<file path="src/rtl/snap_arb_pkg.sv">
// Package: shared types for the snapshot arbiter.
// Assumes: nothing beyond IEEE 1800-2017 packages.
package snap_arb_pkg;

    // Grant-order policy inside one batch
    typedef enum logic {
        ORDER_ROTATE   = 1'b0,
        ORDER_PRIORITY = 1'b1
    } order_e;

endpackage

</file>
<file path="src/rtl/snap_rr_pick.sv">
// Module: snap_rr_pick
// Finds the first set bit of `pend` when searching upward from `start`,
// wrapping past N-1 to 0. Purely combinational.
// Assumes: start < N.
module snap_rr_pick #(
    parameter int N  = 4,
    parameter int IW = 2
) (
    input  logic [N-1:0]  pend,
    input  logic [IW-1:0] start,
    output logic          found,
    output logic [IW-1:0] idx
);

    // Rotating search over all offsets; first hit wins
    always_comb begin
        found = 1'b0;
        idx   = '0;
        for (int k = 0; k < N; k++) begin
            int c;
            c = int'(start) + k;
            if (c >= N) c = c - N;
            if (!found && pend[c]) begin
                found = 1'b1;
                idx   = IW'(c);
            end
        end
    end

endmodule

</file>
<file path="src/rtl/snap_prio_pick.sv">
// Module: snap_prio_pick
// Fixed-priority selector: the lowest set index of `pend` wins.
// Assumes: nothing; purely combinational.
module snap_prio_pick #(
    parameter int N  = 4,
    parameter int IW = 2
) (
    input  logic [N-1:0]  pend,
    output logic          found,
    output logic [IW-1:0] idx
);

    // Downward scan so that the lowest index is written last
    always_comb begin
        found = 1'b0;
        idx   = '0;
        for (int k = N - 1; k >= 0; k--) begin
            if (pend[k]) begin
                found = 1'b1;
                idx   = IW'(k);
            end
        end
    end

endmodule

</file>
<file path="src/rtl/snap_streak.sv">
// Module: snap_streak
// Counts consecutive completed grants to the same requester and reports
// whether the next completion reaches the programmed limit.
// Assumes: `step` pulses once per completed grant; `stay` says whether that
// requester keeps its batch bit.
module snap_streak #(
    parameter int CW = 3
) (
    input  logic          clk,
    input  logic          rst_n,
    input  logic          step,
    input  logic          stay,
    input  logic [CW-1:0] limit,
    output logic          exhausted
);

    logic [CW-1:0] streak_q;

    // Limit reached once this completion is counted
    assign exhausted = ({1'b0, streak_q} + (CW+1)'(1)) >= {1'b0, limit};

    // Advance on a kept requester, restart otherwise
    always_ff @(posedge clk) begin
        if (!rst_n)      streak_q <= '0;
        else if (step)   streak_q <= stay ? streak_q + CW'(1) : '0;
    end

endmodule

</file>
<file path="src/rtl/snap_arbiter.sv">
// Module: snap_arbiter (top)
// Batch-based arbiter for one shared resource. Captures the pending
// request vector when idle, serves its members one at a time when the
// resource is ready, and recaptures only after the batch drains.
// Assumes: done_i is only meaningful while a grant is active; N_REQ >= 2.
module snap_arbiter
    import snap_arb_pkg::*;
#(
    parameter int N_REQ = 4,
    parameter int CNT_W = 3
) (
    input  logic             clk,
    input  logic             rst_n,
    input  logic [N_REQ-1:0] req_i,
    input  logic             res_ready_i,
    input  logic             done_i,
    input  logic [CNT_W-1:0] weight_i,
    output logic [N_REQ-1:0] grant_o
);

    localparam int IW = (N_REQ > 1) ? $clog2(N_REQ) : 1;
    localparam logic [IW-1:0] LAST_IDX = IW'(N_REQ - 1);

    logic [N_REQ-1:0] batch_q;
    logic [N_REQ-1:0] grant_q;
    logic [IW-1:0]    ptr_q;
    logic [IW-1:0]    owner_q;

    order_e        order;
    logic          rr_found, pr_found, pick_found;
    logic [IW-1:0] rr_idx, pr_idx, pick_idx;
    logic          busy, finish, keep, exhausted;

    // Policy follows the count: zero means rotating order
    assign order = (weight_i == '0) ? ORDER_ROTATE : ORDER_PRIORITY;
    assign busy   = |grant_q;
    assign finish = busy && done_i;

    snap_rr_pick #(.N(N_REQ), .IW(IW)) u_rr (
        .pend  (batch_q),
        .start (ptr_q),
        .found (rr_found),
        .idx   (rr_idx)
    );

    snap_prio_pick #(.N(N_REQ), .IW(IW)) u_pr (
        .pend  (batch_q),
        .found (pr_found),
        .idx   (pr_idx)
    );

    // Select the winner of the active policy
    always_comb begin
        if (order == ORDER_ROTATE) begin
            pick_found = rr_found;
            pick_idx   = rr_idx;
        end else begin
            pick_found = pr_found;
            pick_idx   = pr_idx;
        end
    end

    // Requester keeps its batch bit only in priority order, below the limit
    assign keep = (order == ORDER_PRIORITY) && req_i[owner_q] && !exhausted;

    snap_streak #(.CW(CNT_W)) u_streak (
        .clk       (clk),
        .rst_n     (rst_n),
        .step      (finish),
        .stay      (keep),
        .limit     (weight_i),
        .exhausted (exhausted)
    );

    // Batch capture, grant issue and release
    always_ff @(posedge clk) begin
        if (!rst_n) begin
            batch_q <= '0;
            grant_q <= '0;
            owner_q <= '0;
        end else if (finish) begin
            grant_q <= '0;
            if (!keep) batch_q[owner_q] <= 1'b0;
        end else if (!busy) begin
            if (batch_q == '0) begin
                if (req_i != '0) batch_q <= req_i;
            end else if (res_ready_i && pick_found) begin
                grant_q          <= '0;
                grant_q[pick_idx] <= 1'b1;
                owner_q          <= pick_idx;
            end
        end
    end

    // Rotating pointer moves past each completed owner
    always_ff @(posedge clk) begin
        if (!rst_n)      ptr_q <= '0;
        else if (finish) ptr_q <= (owner_q == LAST_IDX) ? '0 : owner_q + IW'(1);
    end

    assign grant_o = grant_q;

    // ---------------- assertions ----------------
    p_reset_clear_r1: assert property (@(posedge clk)
        !rst_n |=> (grant_o == '0 && batch_q == '0 && ptr_q == '0));

    p_capture_r2: assert property (@(posedge clk) disable iff (!rst_n)
        (!busy && batch_q == '0 && req_i != '0) |=> batch_q == $past(req_i));

    p_no_late_add_r2: assert property (@(posedge clk) disable iff (!rst_n)
        (batch_q != '0) |=> (batch_q & ~$past(batch_q)) == '0);

    p_grant_onehot_r3: assert property (@(posedge clk) disable iff (!rst_n)
        $onehot0(grant_o));

    p_grant_hold_r3: assert property (@(posedge clk) disable iff (!rst_n)
        (grant_o != '0 && !done_i) |=> $stable(grant_o));

    p_grant_in_batch_r2: assert property (@(posedge clk) disable iff (!rst_n)
        (grant_o & ~batch_q) == '0);

    p_ready_gate_r4: assert property (@(posedge clk) disable iff (!rst_n)
        (grant_o == '0 && !res_ready_i) |=> grant_o == '0);

    p_rotate_clear_r7: assert property (@(posedge clk) disable iff (!rst_n)
        (finish && weight_i == '0) |=> (batch_q & $past(grant_o)) == '0);

endmodule

</file>
<file path="config.mk">
export PLATFORM = sky130hd
export DESIGN_NAME = snap_arbiter
export DESIGN_NICKNAME = d
export VERILOG_FILES = /design/src/rtl/snap_arb_pkg.sv /design/src/rtl/snap_rr_pick.sv /design/src/rtl/snap_prio_pick.sv /design/src/rtl/snap_streak.sv /design/src/rtl/snap_arbiter.sv
export SDC_FILE = /design/constraint.sdc
export NUM_CORES = 1
export LEC_CHECK = 0
export BUFFER_PORTS_ARGS = -buffer_cell sky130_fd_sc_hd__clkbuf_2
export CAP_MARGIN = 20
export CORE_MARGIN = 2
export CORE_UTILIZATION = 49
export CTS_CLUSTER_DIAMETER = 50
export DETAILED_ROUTE_END_ITERATION = 12
export PLACE_DENSITY = 0.81
export SLEW_MARGIN = 15
export SYNTH_ARGS = -nofsm -noshare
export SYNTH_HDL_FRONTEND = slang
export SYNTH_HIERARCHICAL = 1
export SYNTH_SLANG_ARGS = --single-unit
export TNS_END_PERCENT = 100
</file>
<file path="constraint.sdc">
create_clock -name clk -period 2.05 [get_ports clk]
set_clock_uncertainty 0.05 [all_clocks]
set_input_delay 0.3075 -clock clk [delete_from_list [all_inputs] [get_ports clk]]
set_output_delay 0.3075 -clock clk [all_outputs]
set_load 0.005 [all_outputs]
</file>
=== Word-level counts from Yosys, hierarchy flattened ===
Cells that the tools add are included.
W data, S select, Z words.

* Add/subtract/negate cells: 10
* Magnitude comparators: 13
* Eq/ne operators: 3
* Muxes and demuxes: 48
* Bitwise gates (word level): 6
* Reductions and logical operators: 23

{| class="wikitable"
|+ Operator list
! kind !! count
|-
| $lt A32 B4 Y1 const B || 4
|-
| $mux W32 || 4
|-
| $ge A32 B4 Y1 const B || 3
|-
| $sub A32 B4 Y32 const B || 3
|-
| $mux W1 || 21
|-
| $mux W2 || 10
|-
| $mux W4 || 5
|-
| $bmux W1 S2 || 5
|-
| $logic_and A1 B1 Y1 || 9
|-
| $reduce_and A4 Y1 || 2
|-
| $add A2 B2 Y3 const B || 2
|-
| $lt A2 B3 Y1 const B || 2
|-
| $add A3 B1 Y4 const B || 1
|-
| $and A4 B4 Y4 || 1
|-
| $demux W1 S2 || 2
|-
| $ge A2 B1 Y1 const B || 2
|-
| $ge A4 B3 Y1 || 1
|-
| $logic_not A1 Y1 || 4
|-
| $logic_not A4 Y1 || 1
|-
| $not A1 Y1 || 4
|-
| $not A4 Y4 || 1
|-
| $reduce_bool A2 Y1 || 2
|-
| $reduce_bool A4 Y1 || 1
|-
| $reduce_or A4 Y1 || 1
|-
| 12 further kinds || 12
|}

* Bits in registers: 15
* Output and inout port bits: 4
* Logic and storage cells: 108

=== Logic depth before layout (Yosys ltp) ===
* Depth after elaboration: 20
* Mapped depth: 10
* Mapped depth without buffers: 10

=== Cells and area by module ===
Netlist, hierarchy kept.

{| class="wikitable"
|+ Modules (own cells, without submodules)
! module !! times used !! cells each !! area each (sq um) !! seq. area each (sq um)
|-
| snap_arbiter || 1 || 62 || 648.1 || 240.2
|-
| snap_streak || 1 || 25 || 230.2 || 60.1
|-
| snap_rr_pick || 1 || 15 || 77.6 || 0.0
|-
| snap_prio_pick || 1 || 7 || 35.0 || 0.0
|}

=== Least setup slack after synthesis ===
No wires, ideal clock.

* Path type: register -> register
* Start point: register u_streak.streak_q[0]
* End point: register u_streak.streak_q[2]
* Library setup time: 0.059 ns
* Data arrival time: 2.048 ns
* Data required time: 1.941 ns
* Slack: -0.107 ns
* Stages on the path, launching flop included: 11
* Path buffers: 0
* Clock period less this slack: 2.157 ns
* Cell sequence: dfxtp_1 ha_1 xor2_1 ha_1 o21ai_1 a21oi_1 a311o_1 nor3b_2 nand3_2 nor3b_2 a31o_1

* Cells in the longest elaborated chain, start to end: 5
* Elaborated cells on any way between the ends: 6
* Classes of those cells: add/sub: 2; order compare: 1; mux: 1; reduce/logical: 2

{| class="wikitable"
|+ Ends and longest elaborated chain
! what !! RTL line !! source
|-
| from (decl) || snap_streak.sv:17 || <nowiki>logic [CW-1:0] streak_q;</nowiki>
|-
| from (signal assigned) || snap_streak.sv:25 || <nowiki>else if (step) streak_q <= stay ? streak_q + CW'(1) : '0;</nowiki>
|-
| $add A3 B1 Y4 || snap_streak.sv:20 || <nowiki>assign exhausted = ({1'b0, streak_q} + (CW+1)'(1)) >= {1'b0, limit};</nowiki>
|-
| $ge A4 B3 Y1 || snap_streak.sv:20 ||
|-
| via exhausted || snap_arbiter.sv:32 || <nowiki>logic busy, finish, keep, exhausted;</nowiki>
|-
| $logic_not A1 Y1 || snap_arbiter.sv:64 || <nowiki>assign keep = (order == ORDER_PRIORITY) && req_i[owner_q] && !exhausted;</nowiki>
|-
| $logic_and A1 B1 Y1 || snap_arbiter.sv:64 ||
|-
| via keep || snap_arbiter.sv:32 ||
|-
| $mux W3 || snap_streak.sv:25 ||
|}

The timed path passes the listed nets, and every way through them passes these cells.
A chain may end at the register's enable or synchronous reset.

=== Final worst setup path ===
Ends and elaborated chain as after synthesis.

==> results <==
- The flow ran to the end, but the final reports show violations.
- The checks that failed: negative setup slack.
- Measured along the y axis, the die boundary spans 49.0 um.
- The dominant cell by count in the synthesized netlist is sky130_fd_sc_hd__dfxtp_1.
- On the critical path, the stage with the largest delay is an instance of sky130_fd_sc_hd__dfxtp_2.
- Port buffering added 14 buffers.
- In the final routed layout, each cell accounts on average for 13.3 um.
- Counting every net in the synthesized netlist gives 128.
- The half-perimeter wire length of the detailed placement result is 1680 um.
- Entering global routing, the biggest net connects 10 pins.
- The count of unique library cells instantiated by Yosys is 42.
- The post-route antenna net violation count is 0.
- The routed design has 2150 um of wire.
- The global-route wire length before repair is 3660 um.
- In this run the static leakage power is 0.000507 uW.
- The number of setup violations in the final report is 6.
- The area fraction of the dominant cell type after synthesis is 0.303.
- The top fanout value on the critical path is 5.
- The die footprint is 2400 sq um.
- The filler cells instantiated in the layout total 165.
- In this run the core area contains 16 standard-cell rows.
- The residual DRC count is 0.
- Measured on the finished design, the core utilization comes to 0.632.
- The type of the most critical hold path is in2reg.
- By count the netlist is led by sky130_fd_sc_hd__dfxtp_1, sky130_fd_sc_hd__inv_1, sky130_fd_sc_hd__a21oi_1, sky130_fd_sc_hd__ha_1, sky130_fd_sc_hd__nor2_1.
- The peak ir drop on the vdd network is 766 uV.
- The post-synthesis register bit count is 15.
- Max-cap violations in this run came to 0.
- The final net count is 155.
- The via count of the first global-routing pass is 852.
- In this run the cell area of the synthesized design comes to 991 sq um.
- STA classifies the critical path endpoint as a flop.
- Data arrives at the worst endpoint at 2.31 ns.
- The worst-case clock buffer depth is 2.
- Yosys mapped a number of flops with a built-in enable equal to 0.
- The global route total overflow is 0.
- CTS saw 15 sinks.
- The critical path's largest stage delay is 0.35 ns.
- From synthesis to final layout, the design area changed by 23.9%.
- The total count of max-transition violations in the final report is 0.
- The count of inserted antenna diode cells is 0.
- The internal power of the cells totals 870 uW.
- The power per cell area is 1260 nW/um^2.
- The switching power as a share of total power is 0.436.
- The share of cells above drive strength 1 is 0.370.
- STA classifies the critical path startpoint as a flop.
- The global placement routability congestion is 0.815.
- The number of iterations in the first detailed-routing pass is 4.
- For this design the top-level I/O count stands at 15.
- During synthesis, Yosys emitted a total of 6 warnings.
- The critical path is of the reg2reg type.
- The final hold violation count is 0.
- The most used flip-flop cell after synthesis is sky130_fd_sc_hd__dfxtp_1.
- Clock-pin slew was measured on the worst setup and hold paths at 0.09 ns.
- The clock latency of the later-clocked register in the worst-skew pair is 0.29 ns.
- The transition at the pin with the smallest max-transition slack is 0.389 ns.
- The first-iteration detailed-routing DRC count is 23.
- In this run the standard cell core region covers 1940 sq um.
- The design draws 1540 uW.
- TritonCTS built the clock tree.
- The detailed router placed 887 vias in this run.
- The share of total power dissipated in combinational logic is 0.562.
- Timing would allow up to 472 MHz.
- The largest total area in the synthesized netlist belongs to sky130_fd_sc_hd__dfxtp_1.
- The average footprint of a synthesized cell is 9.09 sq um.
- The final critical-path share of the clock period is 1.03.
- Dividing the detail-routed via count by the number of cells gives 5.48.
- Synthesis produced 109 cells.
- The share of total power dissipated in the clock network is 0.111.
- The sequential share of the synthesized area is 0.303.
- After layout, the minimum clock period comes to 2.12 ns.
- Setup repair after global routing could not meet its margin everywhere.
- In the synthesized netlist the async set-or-reset flop fraction comes to 0.
- In this run the number of H-tree levels came out at 1.
- By area the synthesized netlist is led by sky130_fd_sc_hd__dfxtp_1, sky130_fd_sc_hd__ha_1, sky130_fd_sc_hd__a21oi_1.
- The clock tree root buffer cell is sky130_fd_sc_hd__clkbuf_4.
- The initial antenna violation count is 0.
- OpenSTA, run right after detailed placement, puts the worst setup slack at -0.0799 ns.
- Walking the worst path, the cells encountered are ha_4, xor2_1, ha_1, o21ai_2, a21oi_2, a311o_1, nor3b_4, nand3_2, nor3b_2, a31o_1.
- The number of setup buffers added after CTS is 0.
- The worst-case headroom to the max-slew limit is 0.738.
- The setup slack after layout is -0.0709 ns.
- Summed over all nets, the switching power comes to 672 uW.
- The die is 49.0 um wide.
- The smallest hold slack is 0.280 ns.
- The number of clock buffers added by TritonCTS is 3.
- The initial utilization of the core area, before any placement, comes to 0.510.
- Across every metal layer, demand over resource in global routing totals 0.196.
- The worst endpoint required time is 2.24 ns.
- The share of total power dissipated in sequential elements is 0.327.
## cell type report
type,count,area [sq um],share of cell area
repair buffers,22,130,0.106
clock buffers,4,26.3,0.0214
inverters,15,56.3,0.0459
flip-flops and latches,15,303,0.247
well taps,27,33.8,0.0275
multi-input cells,79,678,0.552
## critical path, delay by kind of cell, from the launching register on
family / cells / cell delay (ns)
AND/OR/NAND/NOR: 3 / 0.58
flip-flops: 1 / 0.35
XOR/XNOR: 1 / 0.13
adder cells (fa/ha/maj): 2 / 0.45
AO/OA/AOI/OAI: 4 / 0.52
## path summary, 6_finish.rpt
path                                     start                                 to  slack (ns)  cells after the start
max          u_streak/streak_q[0]$_SDFFE_PN0P_  u_streak/streak_q[2]$_SDFFE_PN0P_       -0.07                     10
max reg2reg  u_streak/streak_q[0]$_SDFFE_PN0P_  u_streak/streak_q[2]$_SDFFE_PN0P_       -0.07                     10
min reg2reg            grant_o[0]$_SDFFE_PP0P_            grant_o[0]$_SDFFE_PP0P_        0.44                      2
min                                   req_i[0]            batch_q[0]$_SDFFE_PN0P_        0.28                      3
## metrics by stage
step | cells | setup TNS (ns) | cell area [sq um]
floorplan | 109 | 0 | 1010
global placement | 158 | -0.0716 | 1170
detailed placement | 158 | -0.364 | 1170
CTS | 162 | -0.289 | 1210
global route | 162 | -0.993 | 1230
finish | 162 | -0.348 | 1230
## metal layers
metal / up-vias / track usage / share of wire
li1: 452 / - / -
met4: 0 / 0.0857 / 0.016
met5: - / 0 / 0
met3: 4 / 0.0276 / 0.026
met2: 14 / 0.338 / 0.50
met1: 417 / 0.243 / 0.45
## sequential cells by signal (all words and copies together), names as in the netlist
| signal | count |
|---|---|
| batch_q | 4 |
| grant_o | 4 |
| owner_q | 2 |
| ptr_q | 2 |
| u_streak/streak_q | 3 |
## layout by cell type (no fill, tap or decap), drive strengths merged
cell type,n
clkbuf,18
inv,15
dfxtp,15
a21oi,13
buf,8
nor2,8
ha,8
nand2,5
a211oi,5
nand2b,4
nand3,4
mux2i,3
o21ai,3
or4,2
nand3b,2
nor3,2
nor3b,2
a21boi,2
mux4,1
nor4b,1
o31a,1
nor4,1
o2111ai,1
or2,1
o31ai,1
and2,1
o21a,1
or3,1
o2111a,1
o221ai,1
a221o,1
xor2,1
a311o,1
a31o,1
## cell families (layout without fill, tap and decap cells)
kind of cell    after synthesis  after routing  synth area share
simple gates                 34             34             0.241
flops                        15             15             0.303
compound gates               32             32             0.236
buf+inv                      15             41            0.0568
fa+ha+maj                     8              8             0.101
xor+xnor                      1              1           0.00884
mux                           4              4            0.0530
## power groups by stage
stage	Clock, uW	Sequential (uW)	Combinational (uW)
after floorplan	0	482	656
after global placement	0	506	813
after global routing	186	527	969
final	171	504	867
after CTS	174	504	856
after detailed placement	0	511	842
## repair_timing
action,4_1_cts,5_1_grt
hold buffers,0,0
resized for setup,2,4
pin swaps,2,4
setup endpoints to repair,7,7
No activity file was read; power rests on OpenSTA's default activity.
